**src/rtl/frt16_pkg.sv**
```systemverilog
package frt16_pkg;
  localparam int BYTE_W = 8;
  localparam int WORD_W = 2 * BYTE_W;

  localparam int ADR_CTRL   = 0;
  localparam int ADR_STAT   = 1;
  localparam int ADR_CNT_H  = 2;
  localparam int ADR_CNT_L  = 3;
  localparam int ADR_CMPA_H = 4;
  localparam int ADR_CMPA_L = 5;
  localparam int ADR_CMPB_H = 6;
  localparam int ADR_CMPB_L = 7;
  localparam int ADR_CAP_H  = 8;
  localparam int ADR_CAP_L  = 9;

  typedef enum logic [1:0] {
    CK_DIV_A = 2'd0,
    CK_DIV_B = 2'd1,
    CK_DIV_C = 2'd2,
    CK_EXT   = 2'd3
  } clk_sel_e;

  // flag vector index (status bit = index + 4)
  localparam int FL_OVF = 0;
  localparam int FL_CMB = 1;
  localparam int FL_CMA = 2;
  localparam int FL_CAP = 3;
  localparam int N_FLAGS = 4;
endpackage

```
**src/rtl/frt16_prescale.sv**
```systemverilog
module frt16_prescale #(
  parameter int PRE_W = 5,
  parameter int LOG_A = 1,
  parameter int LOG_B = 3,
  parameter int LOG_C = 5
) (
  input  logic       clk,
  input  logic       rst,
  input  logic [1:0] sel,
  input  logic       ext_in,
  output logic       tick
);
  import frt16_pkg::*;

  localparam int N_DIV = 3;
  localparam int LOGS [N_DIV] = '{LOG_A, LOG_B, LOG_C};

  logic [PRE_W-1:0] pre_q;
  logic             ext_q;
  logic [N_DIV-1:0] div_tick;

  always_ff @(posedge clk) begin
    if (rst) begin
      pre_q <= '0;
      ext_q <= 1'b0;
    end else begin
      pre_q <= pre_q + 1'b1;
      ext_q <= ext_in;
    end
  end

  for (genvar g = 0; g < N_DIV; g++) begin : g_div
    localparam logic [PRE_W-1:0] MASK = PRE_W'((1 << LOGS[g]) - 1);
    assign div_tick[g] = &(pre_q | ~MASK);
  end

  always_comb begin
    unique case (clk_sel_e'(sel))
      CK_DIV_A: tick = div_tick[0];
      CK_DIV_B: tick = div_tick[1];
      CK_DIV_C: tick = div_tick[2];
      default:  tick = ext_in & ~ext_q;
    endcase
  end
endmodule

```
**src/rtl/frt16_capsync.sv**
```systemverilog
module frt16_capsync #(
  parameter int STAGES = 2
) (
  input  logic clk,
  input  logic rst,
  input  logic pin,
  input  logic falling,
  output logic edge_hit
);
  logic [STAGES:0] sh_q;

  always_ff @(posedge clk) begin
    if (rst) sh_q <= '0;
    else     sh_q <= {sh_q[STAGES-1:0], pin};
  end

  logic lvl, prv;
  assign lvl = sh_q[STAGES-1];
  assign prv = sh_q[STAGES];
  assign edge_hit = falling ? (prv & ~lvl) : (lvl & ~prv);
endmodule

```
**src/rtl/frt16_cmpreg.sv**
```systemverilog
module frt16_cmpreg #(
  parameter int W = 16
) (
  input  logic         clk,
  input  logic         rst,
  input  logic         load,
  input  logic [W-1:0] load_val,
  input  logic [W-1:0] cnt,
  output logic [W-1:0] val,
  output logic         match
);
  always_ff @(posedge clk) begin
    if (rst)       val <= '1;
    else if (load) val <= load_val;
  end
  assign match = (val == cnt);
endmodule

```
**src/rtl/frt16_timer.sv**
```systemverilog
module frt16_timer #(
  parameter int ADDR_W  = 4,
  parameter int PRE_W   = 5,
  parameter int LOG_A   = 1,
  parameter int LOG_B   = 3,
  parameter int LOG_C   = 5,
  parameter int SYNC_N  = 2
) (
  input  logic        clk,
  input  logic        rst,
  input  logic        bus_sel,
  input  logic        bus_wr,
  input  logic        bus_rd,
  input  logic [ADDR_W-1:0] bus_addr,
  input  logic [7:0]  bus_wdata,
  output logic [7:0]  bus_rdata,
  input  logic        ext_clk_en,
  input  logic        cap_pin
);
  import frt16_pkg::*;

  localparam int N_CMP = 2;

  // bus decode
  logic wr_en, rd_en;
  assign wr_en = bus_sel & bus_wr;
  assign rd_en = bus_sel & bus_rd & ~bus_wr;

  function automatic logic at(input logic [ADDR_W-1:0] a, input int n);
    return a == ADDR_W'(n);
  endfunction

  // state
  logic [2:0]         ctrl_q;
  logic               clr_en;
  logic [N_FLAGS-1:0] flags_q;
  logic [BYTE_W-1:0]  temp_q;
  logic [WORD_W-1:0]  cnt_q;
  logic [WORD_W-1:0]  cap_q;
  logic [WORD_W-1:0]  cmp_val [N_CMP];
  logic [N_CMP-1:0]   cmp_hit;
  logic [N_CMP-1:0]   cmp_load;
  logic               tick;
  logic               cap_edge;

  logic stat_wr, cnt_commit, hi_wr, clr_hit;
  assign stat_wr    = wr_en & at(bus_addr, ADR_STAT);
  assign cnt_commit = wr_en & at(bus_addr, ADR_CNT_L);
  assign hi_wr      = wr_en & (at(bus_addr, ADR_CNT_H) | at(bus_addr, ADR_CMPA_H) |
                               at(bus_addr, ADR_CMPB_H));
  assign cmp_load[0] = wr_en & at(bus_addr, ADR_CMPA_L);
  assign cmp_load[1] = wr_en & at(bus_addr, ADR_CMPB_L);
  assign clr_hit    = clr_en & cmp_hit[0];

  frt16_prescale #(.PRE_W(PRE_W), .LOG_A(LOG_A), .LOG_B(LOG_B), .LOG_C(LOG_C)) u_pre (
    .clk(clk), .rst(rst), .sel(ctrl_q[1:0]), .ext_in(ext_clk_en), .tick(tick)
  );

  frt16_capsync #(.STAGES(SYNC_N)) u_cap (
    .clk(clk), .rst(rst), .pin(cap_pin), .falling(ctrl_q[2]), .edge_hit(cap_edge)
  );

  for (genvar g = 0; g < N_CMP; g++) begin : g_cmp
    frt16_cmpreg #(.W(WORD_W)) u_cmp (
      .clk(clk), .rst(rst), .load(cmp_load[g]), .load_val({temp_q, bus_wdata}),
      .cnt(cnt_q), .val(cmp_val[g]), .match(cmp_hit[g])
    );
  end

  // counter
  always_ff @(posedge clk) begin
    if (rst)             cnt_q <= '0;
    else if (cnt_commit) cnt_q <= {temp_q, bus_wdata};
    else if (tick)       cnt_q <= clr_hit ? '0 : cnt_q + 1'b1;
  end

  // flags: hardware set wins over software clear
  logic [N_FLAGS-1:0] hw_set, sw_clr;
  always_comb begin
    hw_set          = '0;
    hw_set[FL_OVF]  = tick & ~cnt_commit & ~clr_hit & (&cnt_q);
    hw_set[FL_CMA]  = cmp_hit[0];
    hw_set[FL_CMB]  = cmp_hit[1];
    hw_set[FL_CAP]  = cap_edge;
    sw_clr          = stat_wr ? ~bus_wdata[7:4] : '0;
  end

  always_ff @(posedge clk) begin
    if (rst) begin
      flags_q <= '0;
      clr_en  <= 1'b0;
      ctrl_q  <= '0;
      cap_q   <= '0;
    end else begin
      flags_q <= hw_set | (flags_q & ~sw_clr);
      if (stat_wr) clr_en <= bus_wdata[0];
      if (wr_en && at(bus_addr, ADR_CTRL)) ctrl_q <= bus_wdata[2:0];
      if (cap_edge) cap_q <= cnt_q;
    end
  end

  // holding latch and registered read data
  always_ff @(posedge clk) begin
    if (rst) begin
      temp_q    <= '0;
      bus_rdata <= '0;
    end else begin
      if (hi_wr) temp_q <= bus_wdata;
      else if (rd_en && at(bus_addr, ADR_CNT_H)) temp_q <= cnt_q[BYTE_W-1:0];
      else if (rd_en && at(bus_addr, ADR_CAP_H)) temp_q <= cap_q[BYTE_W-1:0];
      if (rd_en) begin
        unique case (int'(bus_addr))
          ADR_CTRL:   bus_rdata <= {5'd0, ctrl_q};
          ADR_STAT:   bus_rdata <= {flags_q, 3'd0, clr_en};
          ADR_CNT_H:  bus_rdata <= cnt_q[WORD_W-1:BYTE_W];
          ADR_CNT_L:  bus_rdata <= temp_q;
          ADR_CMPA_H: bus_rdata <= cmp_val[0][WORD_W-1:BYTE_W];
          ADR_CMPA_L: bus_rdata <= cmp_val[0][BYTE_W-1:0];
          ADR_CMPB_H: bus_rdata <= cmp_val[1][WORD_W-1:BYTE_W];
          ADR_CMPB_L: bus_rdata <= cmp_val[1][BYTE_W-1:0];
          ADR_CAP_H:  bus_rdata <= cap_q[WORD_W-1:BYTE_W];
          ADR_CAP_L:  bus_rdata <= temp_q;
          default:    bus_rdata <= '0;
        endcase
      end
    end
  end
endmodule

```
**config.mk**
```make
export PLATFORM = sky130hd
export DESIGN_NAME = frt16_timer
export DESIGN_NICKNAME = d
export VERILOG_FILES = /design/src/rtl/frt16_pkg.sv /design/src/rtl/frt16_prescale.sv /design/src/rtl/frt16_capsync.sv /design/src/rtl/frt16_cmpreg.sv /design/src/rtl/frt16_timer.sv
export SDC_FILE = /design/constraint.sdc
export NUM_CORES = 1
export LEC_CHECK = 0
export ABC_CLOCK_PERIOD_IN_PS = 2000
export BUFFER_PORTS_ARGS = -buffer_cell sky130_fd_sc_hd__buf_4
export CAP_MARGIN = 20
export CORE_ASPECT_RATIO = 0.7
export CORE_UTILIZATION = 55
export CTS_BUF_LIST = sky130_fd_sc_hd__clkbuf_16
export CTS_CLUSTER_SIZE = 16
export DETAILED_ROUTE_END_ITERATION = 7
export PLACE_DENSITY = 0.75
export SKIP_CTS_REPAIR_TIMING = 1
export SYNTH_ARGS = -nofsm -noshare
export SYNTH_HDL_FRONTEND = slang
export SYNTH_SLANG_ARGS = --single-unit
```
**constraint.sdc**
```tcl
create_clock -name clk -period 2 [get_ports clk]
set_input_delay 0.1 -clock clk [delete_from_list [all_inputs] [get_ports clk]]
set_output_delay 0.1 -clock clk [all_outputs]
set_load 0.01 [all_outputs]
```
Word level (Yosys, flattened, before mapping)
Index checks and enable logic that the tools add are counted.
Widths: inputs -> output; s select.
- flip-flop bits (word level): 97
- latch bits: 0
- memory bits (writable): 0
- bits in read-only memories: 0
- output and inout bits: 8
- logic and storage cells: 75
- memories kept: 0
- add/subtract/negate cells: 2
- $mul: 0
- div/mod/pow operators: 0
- $lt $le $gt $ge: 0
- equal/unequal tests: 13
- shift-type cells: 0
- multiplexer cells: 10
- bitwise operators: 27
- reduce and logical (&&, ||, !) cells: 11
- operator list (cell ; number):
    $pmux 8 s9 ; 1
    $mux 16 ; 3
    $eq 16x16->1 ; 2
    $mux 8 ; 3
    $add 16x1->16 const B ; 1
    $eq 4x3->1 const B ; 4
    $reduce_and 16->1 ; 1
    $and 1x1->1 ; 15
    $eq 4x2->1 const B ; 2
    $eq 4x4->1 const B ; 2
    $not 4->4 ; 2
    $not 1->1 ; 6
    $add 5x1->5 const B ; 1
    $reduce_and 5->1 ; 1
    $and 4x4->4 ; 1
    $eq 4x1->1 const B ; 1
    $logic_not 4->1 ; 1
    $mux 4 ; 1
    $or 4x4->4 ; 1
    $logic_and 1x1->1 ; 3
    $pmux 1 s3 ; 1
    $reduce_and 3->1 ; 1
    $reduce_bool 3->1 ; 1
    $eq 2x1->1 const B ; 1
    other kinds (6) ; 7

Longest topological paths before layout
- word-level depth: 7
- gate-level depth with buffers: 9
- gate-level depth less buffers: 9

By module
Synthesis repeated with hierarchy kept, for this count alone.
- cells, all modules: 571
- area, all modules: 5133.7 um^2
- by module, submodules not included (module ; times used ; cells each ; area each (um^2)):
    frt16_timer ; 1 ; 393 ; 3243.1
    frt16_cmpreg ; 2 ; 74 ; 770.7
    frt16_prescale ; 1 ; 21 ; 247.7
    frt16_capsync ; 1 ; 9 ; 101.3

Worst setup path after synthesis
Ideal clock, no wire load.
- kind: register -> register
- start: reg u_pre.pre_q[0]
- end: reg cnt_q[12]
- library setup time: 62 ps
- arrival: 2053 ps
- setup slack: -115 ps
- cell stages (with the launch flop): 10
- period minus slack after synthesis: 2115 ps
- cells stage by stage: dfxtp_1 -> ha_1 -> and3_1 -> ha_1 -> inv_1 -> mux4_1 -> or3_1 -> nor3_1 -> a22oi_1 -> nand3_1
- cells in the longest elaborated chain, start to end: 3
- elaborated cells between the ends (all ways): 4
- classes of those cells: mux (1); reduce/logical (3)
- RTL lines (item ; line ; source):
    start: declaration ; frt16_prescale.sv:18 ; logic [PRE_W-1:0] pre_q;
    start signal: assignment ; frt16_prescale.sv:27 ; pre_q <= pre_q + 1'b1;
    $reduce_and 5->1 / $reduce_and 3->1 (equally long branches) ; frt16_prescale.sv:34 ; assign div_tick[g] = &(pre_q | ~MASK);
    $pmux 1 s3 * ; frt16_prescale.sv:38 ; unique case (clk_sel_e'(sel))
    $reduce_bool 2->1 (no line) * ; n/a ;
    end signal: assignment ; frt16_timer.sv:73 ; else if (cnt_commit) cnt_q <= {temp_q, bus_wdata};
    end signal: assignment ; frt16_timer.sv:74 ; else if (tick) cnt_q <= clr_hit ? '0 : cnt_q + 1'b1;
    end: declaration ; frt16_timer.sv:38 ; logic [WORD_W-1:0] cnt_q;
Mark *: on every way between the ends. The rest lies on a longest branch, timed or not.
A chain may end at the register's enable or synchronous reset.

Final worst setup path
- start: reg u_pre.pre_q[1]
- end: reg cnt_q[8]
Same word-level chain as after synthesis.

==> impl_metrics.env <==
export IMPL_synth_area_leader_cell="dfxtp_1"
export IMPL_synthSimpleGateAreaFrac=0.310
export IMPL_yosysUniqueCellTypes=56
export IMPL_synthMuxAreaShare=0.0408
export IMPL_rows=29
export IMPL_worstSetupPathType="reg2reg"
export IMPL_clk_latency_ps=340
export IMPL_irDropWorstVdd_uv=521
export IMPL_drcViolationCount=0
export IMPL_cap_violations=0
export IMPL_finalSetupViolations=8
export IMPL_post_route_period_util=1.06
export IMPL_relSlewSlack=0.574
export IMPL_rsz0062_at_grt="yes"
export IMPL_dieArea_um2=9700
export IMPL_required_ps=2280
export IMPL_finalClockSkew_ps=5.23
export IMPL_holdPathEnd="u_pre.ext_q"
export IMPL_ys_seq_area_frac=0.380
export IMPL_grt_max_degree=69
export IMPL_r2r_cells=9
export IMPL_place_area_um2=5660
export IMPL_path_max_fanout=4
export IMPL_period_needed_ps=2120
export IMPL_p_leak_nw=2.31
export IMPL_track_usage=0.368
export IMPL_drive_gt1_frac=0.189
export IMPL_pre_cts_slack_ps=-198
export IMPL_synth_net_count=663
export IMPL_cp_arrival_ps=2400
export IMPL_failed_checks="setup timing"
export IMPL_synth_edf_count=0
export IMPL_outcome="finished, violations left"
export IMPL_hold_class="in2reg"
export IMPL_synth_top_family_by_area="simple AND/OR/NAND/NOR gates"
export IMPL_r2r_end="cnt_q[8]"
export IMPL_area_growth_syn_to_layout_pct=17.5
export IMPL_worst_setup_path_end_kind="flip-flop"
export IMPL_min_from="ext_clk_en"
export IMPL_synth_top_cell_area_share=0.380
export IMPL_cts_sinks=97
export IMPL_drtIter0Drc=742
export IMPL_syn_area_um2=5120
export IMPL_drt_vias_per_instance=6.28
export IMPL_reg2reg_from="u_pre.pre_q[1]"
export IMPL_setup_ws_ps=-122
export IMPL_start_util=0.566
export IMPL_clk_pin_slew_ps=70
export IMPL_die_x_um=117
export IMPL_post_dp_hpwl_um=12500
export IMPL_io_pins=27
export IMPL_p_per_area_nw_per_um2=659
export IMPL_io_buffers=26
export IMPL_cp_start_kind="flip-flop"
export IMPL_coreArea_um2=9030
export IMPL_clk_path_buf_depth=2
export IMPL_grt_antenna_before_repair=0
export IMPL_place_congestion=0.987
export IMPL_synth_seq_cells=97
export IMPL_synth_xor_area_share=0.0702
export IMPL_routed_wl_um=17200
export IMPL_antenna_left=0
export IMPL_numCtsBuffers=9
export IMPL_netlist_instances=640
export IMPL_die_h_um=82.7
export IMPL_synthAdderAreaFrac=0.00978
export IMPL_design_area_um2=6010
export IMPL_synth_area_leaders="dfxtp_1, nand2_1, nand3b_1, a21oi_1, xor2_1"
export IMPL_grt_pass1_wl_um=25900
export IMPL_max_freq_mhz=471
export IMPL_syn_area_per_cell_um2=7.99
export IMPL_worst_slew_pin_slew_ps=638
export IMPL_dp_cells=794
export IMPL_cts_tree="done"
export IMPL_stdcell_count=812
export IMPL_reg2reg_slack_ps=-120
export IMPL_vias=5102
export IMPL_num_antenna_cells=0
export IMPL_ys_warn_count=0
export IMPL_cts_root_buf="clkbuf_16"
export IMPL_final_util=0.665
export IMPL_nets=706
export IMPL_synth_compound_area_frac=0.142
export IMPL_maxSlewViolCount=0
export IMPL_overflow=0
export IMPL_cts_htree_levels=3
export IMPL_hold_viol_final=0
export IMPL_async_flop_share=0
export IMPL_synth_flop_cell="dfxtp_1"
export IMPL_wl_per_cell_um=21.2
export IMPL_grt_pass1_vias=4619
export IMPL_worstHoldPathCells=2
export IMPL_drtPass1Iterations=6
-- state kept, by name, summed over array words and instances (netlist names) --
signal           count
bus_rdata            8
cap_q               16
clr_en               1
cnt_q               16
ctrl_q               3
flags_q              4
g_cmp.u_cmp.val     32
temp_q               8
u_cap.sh_q           3
u_pre.ext_q          1
u_pre.pre_q          5
-- through the flow --
| stage | power, mW | hold WS (ps) | TNS, ps |
|---|---|---|---|
| after detailed placement | 2.42 | 333 | -985 |
| after global placement | 2.41 | 318 | -239 |
| final | 3.96 | 28.0 | -349 |
| after CTS | 3.95 | -15.8 | -1180 |
| after floorplan | 2.25 | 209 | -29.1 |
| after global routing | 4.09 | 42.9 | -1180 |
-- layer usage --
metal	vias to the layer above	GRT usage	wire length, um
li1	2318	-	-
met1	2388	0.510	7240
met2	343	0.545	7340
met3	53	0.0978	2150
met4	0	0.138	480
met5	-	0	0
-- worst max-delay path, stage by stage (launching register included) --
cell	delay, ps
dfxtp_2	360
ha_4	140
and3_4	190
ha_4	120
inv_2	20
mux4_2	500
or3_4	380
nor3_2	140
a22oi_1	100
nand3_1	120
-- synthesized netlist by cell type, types with 2 or more instances --
cell type    n
nand2_1    146
dfxtp_1     97
a21oi_1     40
nand3b_1    35
nor2_1      31
clkbuf_1    25
nand3_1     23
xor2_1      22
xnor2_1     19
a22oi_1     17
buf_2       17
o21ai_0     17
nand4_1     15
nor2b_1     14
and3_1      11
nor3_1      10
o22ai_1      9
mux2_2       8
mux2i_1      7
inv_1        6
o211ai_1     6
nor4_1       5
a222oi_1     4
ha_1         4
nand2b_1     4
a2111oi_1    3
buf_4        3
o22a_1       3
or3_1        3
a221oi_1     2
a22o_1       2
a31o_2       2
and2_1       2
and3b_1      2
nand2_2      2
nor3b_1      2
nor4_2       2
nor4b_1      2
-- worst max path at each step --
stage	cells after the start	end	slack, ps	from
finish	9	cnt_q[8]	-120	u_pre.pre_q[1]
global route	9	cnt_q[8]	-170	u_pre.pre_q[1]
CTS	9	cnt_q[3]	-220	u_pre.pre_q[1]
detailed placement	9	cnt_q[3]	-200	u_pre.pre_q[1]
global placement	9	cnt_q[8]	-100	u_pre.pre_q[1]
floorplan	9	cnt_q[12]	-10	u_pre.pre_q[0]
-- placed cells by master (no fill, tap or decap), drive strengths merged, types with 2 or more instances in the layout --
cell type | Yosys | final
clkinv | 1 | 6
inv | 6 | 7
a21oi | 40 | 40
a22oi | 17 | 17
a22o | 2 | 2
and2 | 2 | 2
o22a | 3 | 3
a31o | 2 | 2
mux2 | 8 | 8
nand4 | 15 | 15
nand2 | 148 | 148
a2111oi | 4 | 4
mux4 | 2 | 2
a222oi | 4 | 4
ha | 4 | 4
or3 | 3 | 3
nor4b | 4 | 4
clkbuf | 26 | 9
and3 | 11 | 11
nor3b | 2 | 2
xor2 | 22 | 22
a221oi | 2 | 2
nor2b | 14 | 14
and3b | 2 | 2
dfxtp | 97 | 97
o21ai | 19 | 19
nor4 | 7 | 7
nand3 | 24 | 24
nand2b | 4 | 4
mux2i | 7 | 7
buf | 22 | 79
xnor2 | 19 | 19
o22ai | 9 | 9
nand3b | 35 | 35
o211ai | 6 | 6
nor2 | 31 | 31
nor3 | 11 | 11
-- cells by family (layout without fill, tap and decap cells) --
kind of cell	Yosys count	count (layout)
buf+inv	55	103
xor+xnor	41	41
flops	97	97
mux	17	17
compound gates	112	112
simple gates	314	314
fa+ha+maj	4	4
-- power by group --
part / internal [mW] / switching, mW
logic: 0.162 / 0.247
registers: 1.96 / 0.0332
clock network: 0.830 / 0.728
total: 2.95 / 1.01
-- area by class of cell --
| type | count | area, um^2 |
|---|---|---|
| Sequential cell | 97 | 1940 |
| Timing Repair Buffer | 80 | 616 |
| Multi-Input combinational cell | 488 | 3000 |
| Tap cell | 124 | 155 |
| Inverter | 7 | 26.3 |
| Clock inverter | 7 | 38.8 |
| Fill cell | 771 | 3030 |
| Clock buffer | 9 | 225 |
Power figures use the tool's default switching activity.
